## config.mk

```make
export PLATFORM = sky130hd
export DESIGN_NAME = lane_rx_fifo
export DESIGN_NICKNAME = d
export VERILOG_FILES = /design/src/rtl/lane_rx_pkg.sv /design/src/rtl/lane_rx_hdr_class.sv /design/src/rtl/lane_rx_store.sv /design/src/rtl/lane_rx_status.sv /design/src/rtl/lane_rx_fifo.sv
export SDC_FILE = /design/constraint.sdc
export NUM_CORES = 1
export LEC_CHECK = 0
export CAP_MARGIN = 15
export CORE_MARGIN = 1
export CORE_UTILIZATION = 40
export DETAILED_ROUTE_END_ITERATION = 10
export PLACE_DENSITY_LB_ADDON = 0.2
export SYNTH_ARGS = -nofsm -noshare
export SYNTH_HDL_FRONTEND = slang
export SYNTH_SLANG_ARGS = --single-unit
```

## constraint.sdc

```tcl
create_clock -name clk -period 12.44 [get_ports clk]
set_clock_uncertainty 0.05 [all_clocks]
set_input_delay 1.244 -clock clk [delete_from_list [all_inputs] [get_ports clk]]
set_output_delay 1.244 -clock clk [all_outputs]
set_load 0.01 [all_outputs]
```

## src/rtl/lane_rx_pkg.sv

```systemverilog
// Package: shared types for the lane receive buffer.
// Assumes a 2-bit sync header; only 2'b01 and 2'b10 are legal codes.
package lane_rx_pkg;

    typedef enum logic [1:0] {
        SH_BAD_LO = 2'b00,
        SH_DATA   = 2'b01,
        SH_CTRL   = 2'b10,
        SH_BAD_HI = 2'b11
    } sync_hdr_e;

    typedef struct packed {
        logic is_ctrl;
        logic is_bad;
    } hdr_class_t;

endpackage

```

## src/rtl/lane_rx_hdr_class.sv

```systemverilog
// Header classifier: turns a 2-bit sync header into a control flag and
// an error flag. Invalid codes are treated as control and flagged bad.
// Assumes pure combinational use on the read path.
module lane_rx_hdr_class
    import lane_rx_pkg::*;
(
    input  logic [1:0] hdr,
    output hdr_class_t cls
);

    // Map each header code to its classification.
    always_comb begin
        case (sync_hdr_e'(hdr))
            SH_DATA: begin
                cls.is_ctrl = 1'b0;
                cls.is_bad  = 1'b0;
            end
            SH_CTRL: begin
                cls.is_ctrl = 1'b1;
                cls.is_bad  = 1'b0;
            end
            default: begin
                cls.is_ctrl = 1'b1;
                cls.is_bad  = 1'b1;
            end
        endcase
    end

endmodule

```

## src/rtl/lane_rx_store.sv

```systemverilog
// Word store: circular buffer of DEPTH entries with an occupancy count.
// A write is accepted only when the count is below DEPTH (judged on the
// count before the edge). A read is accepted only when the count is non-zero.
// Flush overrides both and zeroes the pointers and the count.
// Assumes DEPTH >= 2; DEPTH need not be a power of two.
module lane_rx_store #(
    parameter int DEPTH  = 8,
    parameter int WORD_W = 66,
    parameter int CNT_W  = $clog2(DEPTH + 1)
) (
    input  logic              clk,
    input  logic              rst_n,
    input  logic              flush,
    input  logic              wr_req,
    input  logic [WORD_W-1:0] wr_word,
    input  logic              rd_req,
    output logic [WORD_W-1:0] rd_word,
    output logic              wr_ok,
    output logic              rd_ok,
    output logic              wr_drop,
    output logic [CNT_W-1:0]  occ
);

    localparam int PTR_W = (DEPTH > 1) ? $clog2(DEPTH) : 1;
    localparam logic [PTR_W-1:0] LAST_PTR = PTR_W'(DEPTH - 1);
    localparam logic [CNT_W-1:0] FULL_CNT = CNT_W'(DEPTH);

    logic [WORD_W-1:0] mem [DEPTH];
    logic [PTR_W-1:0]  wptr;
    logic [PTR_W-1:0]  rptr;
    logic              full;
    logic              empty;

    assign full    = (occ == FULL_CNT);
    assign empty   = (occ == '0);
    assign wr_ok   = wr_req && !full && !flush;
    assign rd_ok   = rd_req && !empty && !flush;
    assign wr_drop = wr_req && full && !flush;
    assign rd_word = mem[rptr];

    // Store accepted words; entries need no reset.
    always_ff @(posedge clk) begin
        if (wr_ok) begin
            mem[wptr] <= wr_word;
        end
    end

    // Advance the write pointer with wrap at DEPTH.
    always_ff @(posedge clk) begin
        if (!rst_n || flush) begin
            wptr <= '0;
        end else if (wr_ok) begin
            wptr <= (wptr == LAST_PTR) ? '0 : wptr + 1'b1;
        end
    end

    // Advance the read pointer with wrap at DEPTH.
    always_ff @(posedge clk) begin
        if (!rst_n || flush) begin
            rptr <= '0;
        end else if (rd_ok) begin
            rptr <= (rptr == LAST_PTR) ? '0 : rptr + 1'b1;
        end
    end

    // Track how many words are held.
    always_ff @(posedge clk) begin
        if (!rst_n || flush) begin
            occ <= '0;
        end else begin
            case ({wr_ok, rd_ok})
                2'b10:   occ <= occ + 1'b1;
                2'b01:   occ <= occ - 1'b1;
                default: occ <= occ;
            endcase
        end
    end

endmodule

```

## src/rtl/lane_rx_status.sv

```systemverilog
// Status unit: sticky overflow, partially-empty compare, lock status that
// drops the cycle after an empty store, and registered pass-through
// flags that empty and flush leave untouched.
// Assumes occ is the registered occupancy from the store.
module lane_rx_status #(
    parameter int CNT_W  = 4,
    parameter int FLAG_N = 2
) (
    input  logic              clk,
    input  logic              rst_n,
    input  logic              flush,
    input  logic              wr_drop,
    input  logic [CNT_W-1:0]  occ,
    input  logic [CNT_W-1:0]  thresh,
    input  logic              lock_in,
    input  logic [FLAG_N-1:0] flag_in,
    output logic              ovf,
    output logic              pempty,
    output logic              lock_out,
    output logic [FLAG_N-1:0] flag_out
);

    assign pempty = (occ < thresh);

    // Hold overflow until a flush clears it.
    always_ff @(posedge clk) begin
        if (!rst_n || flush) begin
            ovf <= 1'b0;
        end else if (wr_drop) begin
            ovf <= 1'b1;
        end
    end

    // Lock follows its input but is cleared after an empty cycle.
    always_ff @(posedge clk) begin
        if (!rst_n) begin
            lock_out <= 1'b0;
        end else begin
            lock_out <= lock_in && (occ != '0);
        end
    end

    // One register per pass-through flag; flush does not reach them.
    for (genvar g = 0; g < FLAG_N; g++) begin : g_flag
        logic q;
        always_ff @(posedge clk) begin
            if (!rst_n) begin
                q <= 1'b0;
            end else begin
                q <= flag_in[g];
            end
        end
        assign flag_out[g] = q;
    end

endmodule

```

## src/rtl/lane_rx_fifo.sv

```systemverilog
// Lane receive buffer top: stores header plus payload, classifies the
// header on the way out through a registered read stage, and gathers the
// status outputs. Single clock, synchronous active-low reset.
// Assumes the consumer reads in response to out_pempty going low.
module lane_rx_fifo
    import lane_rx_pkg::*;
#(
    parameter int DEPTH  = 8,
    parameter int DATA_W = 64,
    parameter int CNT_W  = $clog2(DEPTH + 1)
) (
    input  logic              clk,
    input  logic              rst_n,
    input  logic              in_valid,
    input  logic [1:0]        in_hdr,
    input  logic [DATA_W-1:0] in_payload,
    input  logic              lock_in,
    input  logic              mf_lock_in,
    input  logic              sync_seen_in,
    input  logic [CNT_W-1:0]  thresh,
    input  logic              rd_en,
    input  logic              flush,
    output logic              out_valid,
    output logic [DATA_W-1:0] out_payload,
    output logic              out_ctrl,
    output logic              out_hdr_err,
    output logic              out_overflow,
    output logic              out_pempty,
    output logic              out_lock,
    output logic              out_mf_lock,
    output logic              out_sync_seen
);

    localparam int WORD_W = DATA_W + 2;
    localparam int FLAG_N = 2;

    logic [WORD_W-1:0] rd_word;
    logic              wr_ok;
    logic              rd_ok;
    logic              wr_drop;
    logic [CNT_W-1:0]  occ;
    hdr_class_t        rd_cls;
    logic [FLAG_N-1:0] flags_q;

    lane_rx_store #(
        .DEPTH  (DEPTH),
        .WORD_W (WORD_W),
        .CNT_W  (CNT_W)
    ) u_store (
        .clk     (clk),
        .rst_n   (rst_n),
        .flush   (flush),
        .wr_req  (in_valid),
        .wr_word ({in_hdr, in_payload}),
        .rd_req  (rd_en),
        .rd_word (rd_word),
        .wr_ok   (wr_ok),
        .rd_ok   (rd_ok),
        .wr_drop (wr_drop),
        .occ     (occ)
    );

    lane_rx_hdr_class u_class (
        .hdr (rd_word[WORD_W-1 -: 2]),
        .cls (rd_cls)
    );

    lane_rx_status #(
        .CNT_W  (CNT_W),
        .FLAG_N (FLAG_N)
    ) u_status (
        .clk      (clk),
        .rst_n    (rst_n),
        .flush    (flush),
        .wr_drop  (wr_drop),
        .occ      (occ),
        .thresh   (thresh),
        .lock_in  (lock_in),
        .flag_in  ({sync_seen_in, mf_lock_in}),
        .ovf      (out_overflow),
        .pempty   (out_pempty),
        .lock_out (out_lock),
        .flag_out (flags_q)
    );

    assign out_mf_lock   = flags_q[0];
    assign out_sync_seen = flags_q[1];

    // Read stage: present the word taken at this edge for one cycle.
    always_ff @(posedge clk) begin
        if (!rst_n) begin
            out_valid   <= 1'b0;
            out_payload <= '0;
            out_ctrl    <= 1'b0;
            out_hdr_err <= 1'b0;
        end else begin
            out_valid   <= rd_ok;
            out_hdr_err <= rd_ok && rd_cls.is_bad;
            if (rd_ok) begin
                out_payload <= rd_word[DATA_W-1:0];
                out_ctrl    <= rd_cls.is_ctrl;
            end
        end
    end

    // The write-accept strobe is consumed inside the store only.
    logic unused_wr_ok;
    assign unused_wr_ok = wr_ok;

endmodule

```

==> results of run 1 <==
## path summary, 6_finish.rpt
kind | start | endpoint | cells after the start
hold / removal | u_store.rptr[2]$_SDFFE_PP0N_ | register | 2
setup / recovery | thresh[1] | out_pempty | 7
setup reg to reg | u_store.occ[1]$_SDFFE_PP0P_ | u_store.mem[5][22]$_DFFE_PP_ | 5
hold reg to reg | u_store.rptr[2]$_SDFFE_PP0N_ | register | 2
## cell type report
class,instances,area (µm²),area share (%)
Timing Repair Buffer,175,1680,6.26
Clock buffer,94,1800,6.70
Multi-Input combinational cell,435,4680,17.4
Clock inverter,24,204,0.759
Tap cell,748,936,3.48
Antenna cell,2,5.00,0.0186
Sequential cell,612,17500,65.3
Inverter,6,22.5,0.0838
## power by group through the flow
stage / Sequential (mW) / Clock [mW] / Combinational [mW]
5_1_grt: 2.25 / 1.95 / 0.122
2_1_floorplan: 2.30 / 0 / 0.0408
3_3_place_gp: 2.30 / 0 / 0.111
6_report: 2.25 / 1.83 / 0.111
3_5_place_dp: 2.30 / 0 / 0.113
4_1_cts: 2.25 / 1.87 / 0.113
## through the flow
step | cells | utilization (%)
2_1_floorplan | 1112 | -
3_3_place_gp | 1976 | 45.0
3_5_place_dp | 1976 | 45.0
4_1_cts | 2094 | 48.6
5_1_grt | 2095 | 48.6
6_report | 2096 | 48.6
## registers in the layout, summed over array words and instances (netlist names), named ones only
name	count
u_status.g_flag.q	2
u_status.ovf	1
u_store.occ	4
out_hdr_err	1
out_valid	1
u_store.wptr	3
out_payload	64
u_store.mem	528
u_status.lock_out	1
u_store.rptr	3
out_ctrl	1
## synthesized netlist by cell type, types with 2 or more instances
cell      number
a21o_1         2
a21oi_1       34
and2_1         2
and3_1         2
buf_2         22
buf_6          6
buf_8          2
clkbuf_1      28
dfxtp_1       84
edfxtp_1     528
ha_1          11
inv_1          5
mux2i_1        2
mux4_2       132
nand2_1       11
nand2b_1       4
nand3b_1       3
nor2_1        99
nor2b_1        3
nor3_1        28
nor3_2         3
o21ai_0       41
o22ai_1       40
or3_1          3
xor2_1         3
## layer usage
metal	global-route usage, %	wire length [µm]	vias to the layer above
li1	-	-	4887
met1	23.4	21400	5734
met2	28.9	24000	242
met3	3.21	2050	68
met4	5.40	957	2
met5	0	13	-
## worst max-delay path, delay by kind of cell
kind	cells	cell delay, ns
AOI/OAI and AO/OA	3	0.45
buffers and inverters	3	1.04
adders and majority gates	1	0.27
## kinds of logic after synthesis
kind of cell / after synthesis / synth area share, %
buf+inv: 65 / 1.52
fa+ha+maj: 11 / 0.612
compound gates: 125 / 3.26
flops: 612 / 78.0
mux: 135 / 13.4
simple gates: 161 / 3.18
xor+xnor: 3 / 0.117
==> impl_metrics.ini, run 1 <==
[timing]
drv_slew = 0
max-slew-margin-rel_pct = 28.1
max_freq_mhz = 233
setup_violations = 0
fin_setup_tns_ns = 0
holdWs_ns = 0.437
worst_slew_pin_slew_ns = 1.08
hold_violations = 0
min_period_over_period_pct = 34.5
fin_ws_ns = 8.14
min_period_ns = 4.30
rsz0062_at_grt = no

[power_and_ir_drop]
pwr-share-seq_pct = 53.7
p_leak_nw = 8.43
p_total_mw = 4.20
pwr-share-comb_pct = 2.6
ir_drop_v = 0.0000871
power_density_nw_per_um2 = 156
internal_power_mw = 3.37
p_sw_uw = 826
clkPwrFrac_pct = 43.7
sw_frac_of_total_pct = 19.7

[drt]
drc = 0
firstDrtPassIters = 4
totalWireLength_um = 48500
postRouteAntennaNets = 0
detail_route.iter0.violations = 806
wire_per_inst_um = 23.1
vias = 10900
routed_via_density = 5.22

[clock_network]
htreeDepth = 3
clock_latency_ns = 0.58
post-cts-setup-buffers = 0
hold_buffers = 0
cts_buffer_depth = 3
numCtsBuffers = 66
cts_tree = built
clk_pin_slew_ns = 0.06
clockRootBuffer = clkbuf_16
cts_resized = 0
clock-sinks = 612

[die]
die_x_um = 239
die_area_um2 = 57200
initial_core_util_pct = 40.7
die_h_um = 239
placementRows = 86
core-area_um2 = 55300
io-pin-count = 150

[yosys]
syn_avg_cell_area_um2 = 20.2
synth-main-ff-cell = edfxtp_1
syn_inst = 1112
synth_edf_count = 528
async_flop_share_pct = 0
mappedNetlistNets = 1201
synth_area_leaders = edfxtp_1 70%, mux4_2 13%, dfxtp_1 7.5%
synth-seq-cells = 612
synth_top_cell_by_area = edfxtp_1
synth.top_cell.area_share_pct = 70.5
syn_area_um2 = 22500
ys_warn_count = 0
seq_area_frac_synth_pct = 78.0
ys_types = 39

[setup_path]
worst_path_max_delay_cell = clkdlybuf4s50_1
crit_path_start_kind = primary input
required_ns = 11.15
cp_cell_sequence = clkdlybuf4s50_1, inv_1, ha_1, a21o_1, a21o_1, a21oi_1, clkdlybuf4s50_1
cp.arrival_ns = 3.00
slowest_delay_ns = 0.55
cp_max_fo = 1
worst_setup_path_end_kind = primary output
critical_path_class = in2out
r2r_setup_slack_ns = 8.95

[global_routing]
antenna_found_initial = 3
grt_usage_pct = 17.4
grt_max_degree = 65
grt_pass1_vias = 11500
grt_pass1_wl_um = 73100
overflow = 0

[placed_design]
portBuffers = 149
finalWeightedCongestion = 0.690
pre_cts_slack_ns = 7.75
place_area_um2 = 24900
dp_hpwl_um = 26300

[layout]
nNetsFinal = 1385
mostFrequentLayoutCells = 528 x edfxtp_1, 148 x clkdlybuf4s50_1, 132 x mux4_2, 95 x nor2_1, 82 x dfxtp_1
fillers = 4590
area_growth_pct = 19.4
stdcell_area_um2 = 26900
final_common_cell = edfxtp_1
drive_above_1_share_pct = 19.5

[run_status]
status = completed

[job]
cap_violations = 0

[worst_hold_path]
hp-class = reg2reg
No activity file was read; power rests on OpenSTA's default activity.
==> run 2, diff against run 1 <==
- clock period: 12.44 -> 4.4 ns (I/O delays scaled with it)
==> impl_metrics.ini, run 2 (synthesized netlist as in run 1, its figures left out) <==
[clock_network]
cts_resized = 0
htreeDepth = 2
post-cts-setup-buffers = 0
cts_buffer_depth = 3
clk_pin_slew_ns = 0.06
clock_latency_ns = 0.61
hold_buffers = 0
clockRootBuffer = clkbuf_16
numCtsBuffers = 60
clock-sinks = 612
cts_tree = built

[die]
die_area_um2 = 57200
io-pin-count = 150
core-area_um2 = 55300
die_x_um = 239
die_h_um = 239
placementRows = 86
initial_core_util_pct = 40.7

[setup_path]
worstSetupEndpoint = out_pempty
r2r_end = out_payload[17]$_SDFFE_PN0N_
required_ns = 3.91
r2r_cells = 5
cp.arrival_ns = 2.62
cp_max_fo = 10
cp-startpoint = u_store.occ[1]$_SDFFE_PP0P_
crit_path_start_kind = register
critical_path_class = reg2out
r2r_setup_slack_ns = 1.40
worst_setup_path_end_kind = primary output
r2r-start = u_store.occ[1]$_SDFFE_PP0P_

[placed_design]
portBuffers = 149
finalWeightedCongestion = 0.725
dp_hpwl_um = 26700

[timing]
hold_violations = 0
min_period_over_period_pct = 70.7
drv_slew = 0
max-slew-margin-rel_pct = 26.7
holdWs_ns = 0.348
setup_violations = 0
max_freq_mhz = 322
min_period_ns = 3.11
rsz0062_at_grt = no
worst_slew_pin_slew_ns = 1.10

[layout]
final_common_cell = edfxtp_1
reg.largest.list = u_store.mem x528, out_payload x64, u_store.occ x4
nNetsFinal = 1378
regMostFlops = u_store.mem
antenna_cells = 0
post-route-util_pct = 48.9
largest_reg_flops = 528
fillers = 4564
mostFrequentLayoutCells = 528 x edfxtp_1, 148 x clkdlybuf4s50_1, 132 x mux4_2, 95 x nor2_1, 82 x dfxtp_1
drive_above_1_share_pct = 20.4
area_growth_pct = 20.3

[drt]
drc = 0
totalWireLength_um = 48600
postRouteAntennaNets = 0
firstDrtPassIters = 4
wire_per_inst_um = 23.3
vias = 11000
detail_route.iter0.violations = 679
routed_via_density = 5.27

[global_routing]
grt_pass1_vias = 11600
grt_pass1_wl_um = 72700
overflow = 0
grt_usage_pct = 17.3
grt_max_degree = 67
antenna_found_initial = 2

[power_and_ir_drop]
internal_power_mw = 9.69
p_sw_mw = 2.31
ir_drop_v = 0.000272
clkPwrFrac_pct = 44.2
power_density_nw_per_um2 = 443
p_leak_nw = 8.50
pwr-share-comb_pct = 2.7
pwr-share-seq_pct = 53.1
p_total_mw = 12.0
sw_frac_of_total_pct = 19.2

[worst_hold_path]
hp-class = in2reg

[run_status]
status = completed

[job]
cap_violations = 0
run 2: cell type report:
cell class | instances | area (µm²) | share of cell area [%]
inverter | 6 | 22.5 | 0.0832
tap | 748 | 936 | 3.46
clock inverter | 26 | 343 | 1.27
clock buffer | 87 | 1730 | 6.41
multi-input combinational | 435 | 4690 | 17.3
sequential | 612 | 17500 | 64.9
timing repair buffer | 174 | 1790 | 6.60
run 2: worst max-delay path, cell delays in order, from the launching register on:
cell and delay, ns:
dfxtp_1 0.64, ha_1 0.33, a21o_1 0.15, a21o_1 0.17, a21oi_1 0.16, clkdlybuf4s50_1 0.56
run 2: worst min-delay path by stage:
stage	to	start	cells past startpoint	slack (ns)
2_1_floorplan	register	u_store.rptr[2]$_SDFFE_PP0N_	2	0.40
3_3_place_gp	u_status.ovf$_SDFFE_PP0P_	u_status.ovf$_SDFFE_PP0P_	2	0.42
3_5_place_dp	register	u_store.rptr[2]$_SDFFE_PP0N_	2	0.43
4_1_cts	u_status.lock_out$_SDFF_PN0_	lock_in	3	0.31
5_1_grt	u_status.lock_out$_SDFF_PN0_	lock_in	3	0.34
6_report	u_status.lock_out$_SDFF_PN0_	lock_in	3	0.35
run 2: metrics by stage:
stage / instance area [µm²] / setup WS, ns / instances / TNS (ns)
after CTS: 27100 / 1.22 / 2088 / 0
after detailed placement: 25000 / 1.12 / 1975 / 0
final: 27100 / 1.29 / 2088 / 0
after global routing: 27100 / 1.14 / 2088 / 0
after floorplan: 22500 / -1.78 / 1112 / -402.31
after global placement: 25000 / 1.10 / 1975 / 0
run 2: layer usage:
metal  track usage, %  share of wire [%]  vias up
met5                0              0.054        -
met4             4.80                1.8        4
met3             2.82                4.7       69
met2             28.3                 49      249
met1             23.9                 45     5813
li1                 -                  -     4874
run 2: power by group through the flow:
stage / clock (mW) / combinational, mW / sequential [mW]
global route: 5.61 / 0.350 / 6.37
CTS: 5.41 / 0.331 / 6.37
finish: 5.30 / 0.324 / 6.37
floorplan: 0 / 0.116 / 6.50
detailed placement: 0 / 0.330 / 6.49
global placement: 0 / 0.323 / 6.49
==> run 3, diff against run 2 <==
- clock period: 4.4 -> 3 ns (I/O delays scaled with it)
==> impl_metrics.ini, run 3 (synthesized netlist as in run 1, its figures left out) <==
[power_and_ir_drop]
pwr-share-seq_pct = 52.7
pwr-share-comb_pct = 2.7
p_leak_nw = 8.59
internal_power_mw = 14.3
ir_drop_v = 0.000382
p_sw_mw = 3.43
sw_frac_of_total_pct = 19.3
clkPwrFrac_pct = 44.6
p_total_mw = 17.7
power_density_nw_per_um2 = 648

[die]
die_h_um = 239
initial_core_util_pct = 40.7
placementRows = 86
die_x_um = 239
die_area_um2 = 57200
core-area_um2 = 55300
io-pin-count = 150

[global_routing]
grt_pass1_wl_um = 72500
overflow = 0
antenna_found_initial = 5
grt_pass1_vias = 11400
grt_usage_pct = 17.4
grt_max_degree = 65

[placed_design]
dp_hpwl_um = 25400
pre_cts_slack_ns = 0.236
portBuffers = 149
finalWeightedCongestion = 0.716

[setup_path]
r2r-start = u_store.occ[0]$_SDFFE_PP0P_
worst_path_max_delay_cell = clkdlybuf4s50_1
cp_common_cell = a21o_1
crit_path_start_kind = register
cp.arrival_ns = 2.34
r2r_end = u_store.occ[2]$_SDFFE_PP0P_
worst_setup_path_end_kind = primary output
worstSetupEndpoint = out_pempty
path_depth = 5
cp_num_buf_inv = 1
critPathTopFamily = buffers and inverters
cp_cell_sequence = ha_1, a21o_1, a21o_1, a21oi_1, clkdlybuf4s50_1
critical_path_class = reg2out
r2r_setup_slack_ns = 0.48
cp_max_fo = 10
slowest_delay_ns = 0.55
r2r_cells = 9
required_ns = 2.65
cp-startpoint = u_store.occ[1]$_SDFFE_PP0P_

[clock_network]
cts_resized = 0
cts_buffer_depth = 3
clock_latency_ns = 0.59
post-cts-setup-buffers = 0
clockRootBuffer = clkbuf_16
clock-sinks = 612
cts_tree = built
numCtsBuffers = 66
htreeDepth = 3
hold_buffers = 0
clk_pin_slew_ns = 0.06

[layout]
reg.largest.list = u_store.mem x528, out_payload x64, u_store.occ x4
final_common_cell = edfxtp_1
largest_reg_flops = 528
nNetsFinal = 1392
multi_input_area_um2 = 4720
fillers = 4495
register_area_um2 = 17500
drive_above_1_share_pct = 20.8
mostFrequentLayoutCells = 528 x edfxtp_1, 148 x clkdlybuf4s50_1, 132 x mux4_2, 95 x nor2_1, 79 x dfxtp_1
area_growth_pct = 21.6
regMostFlops = u_store.mem

[timing]
rsz0062_at_grt = no
fin_ws_ns = 0.312
max_freq_mhz = 372
worst_slew_pin_slew_ns = 0.803
holdWs_ns = 0.167
hold_violations = 0
max-slew-margin-rel_pct = 46.4
drv_slew = 0
setup_violations = 0
min_period_over_period_pct = 89.6
min_period_ns = 2.69

[job]
cap_violations = 0

[drt]
detail_route.iter0.violations = 815
postRouteAntennaNets = 0
vias = 11000
drc = 0
wire_per_inst_um = 23.0
firstDrtPassIters = 5
totalWireLength_um = 48400
routed_via_density = 5.24

[run_status]
status = completed

[worst_hold_path]
hp-class = in2reg
[run 3: cell types whose count changed in the layout (fill, tap and decap cells not counted), sizes merged]
cell | before | now
clkinvlp | 1 | 2
buf | 26 | 34
bufinv | 8 | 3
clkbuf | 87 | 103
clkinv | 16 | 10
diode | 0 | 2
[run 3: final cells by class]
class                           instances  share of cell area [%]
Clock inverter                         16                   0.590
Antenna cell                            2                  0.0183
Multi-Input combinational cell        435                    17.3
Timing Repair Buffer                  182                    7.30
Clock buffer                          103                    7.19
Inverter                                6                  0.0915
Tap cell                              748                    3.42
Sequential cell                       612                    64.1
[run 3: worst min-delay path by stage]
stage,start,endpoint,slack [ns],cells after the start
final,rst_n,u_status.lock_out$_SDFF_PN0_,0.17,4
after global routing,rst_n,out_ctrl$_SDFFE_PN0N_,0.18,3
after CTS,rst_n,u_status.lock_out$_SDFF_PN0_,0.13,4
after detailed placement,u_status.ovf$_SDFFE_PP0P_,u_status.ovf$_SDFFE_PP0P_,0.44,2
after global placement,u_status.ovf$_SDFFE_PP0P_,u_status.ovf$_SDFFE_PP0P_,0.42,2
after floorplan,in_payload[0],u_store.mem[0][0]$_DFFE_PP_,0.35,0
[run 3: per-layer routing]
metal / part of all wire (%) / vias up / GRT usage, % / wire length [µm]
met1: 44 / 5783 / 24.0 / 21400
met2: 49 / 249 / 27.7 / 23600
met4: 1.9 / 6 / 5.71 / 904
li1: - / 4911 / - / -
met3: 5.1 / 68 / 3.39 / 2450
met5: 0.081 / - / 0 / 39
[run 3: power by group through the flow]
stage | Clock (mW) | Combinational (mW) | Sequential [mW]
global placement | 0 | 0.473 | 9.52
finish | 7.92 | 0.476 | 9.34
detailed placement | 0 | 0.482 | 9.52
floorplan | 0 | 0.174 | 9.53
global route | 8.46 | 0.516 | 9.34
CTS | 8.13 | 0.484 | 9.34
[run 3: through the flow]
step	std cells	cell area (µm²)	TNS [ns]	utilization, %
final	2104	27400	0	49.5
after global placement	1983	25200	0	45.6
after global routing	2103	27400	0	49.5
after CTS	2102	27400	0	49.5
after detailed placement	1983	25200	0	45.6
after floorplan	1112	22600	-40.39	-
[run 3: tightest hold or removal path: stages]
cell,delay (ns)
buf_2,0.13
buf_4,0.21
nand2_1,0.08
a21oi_1,0.04
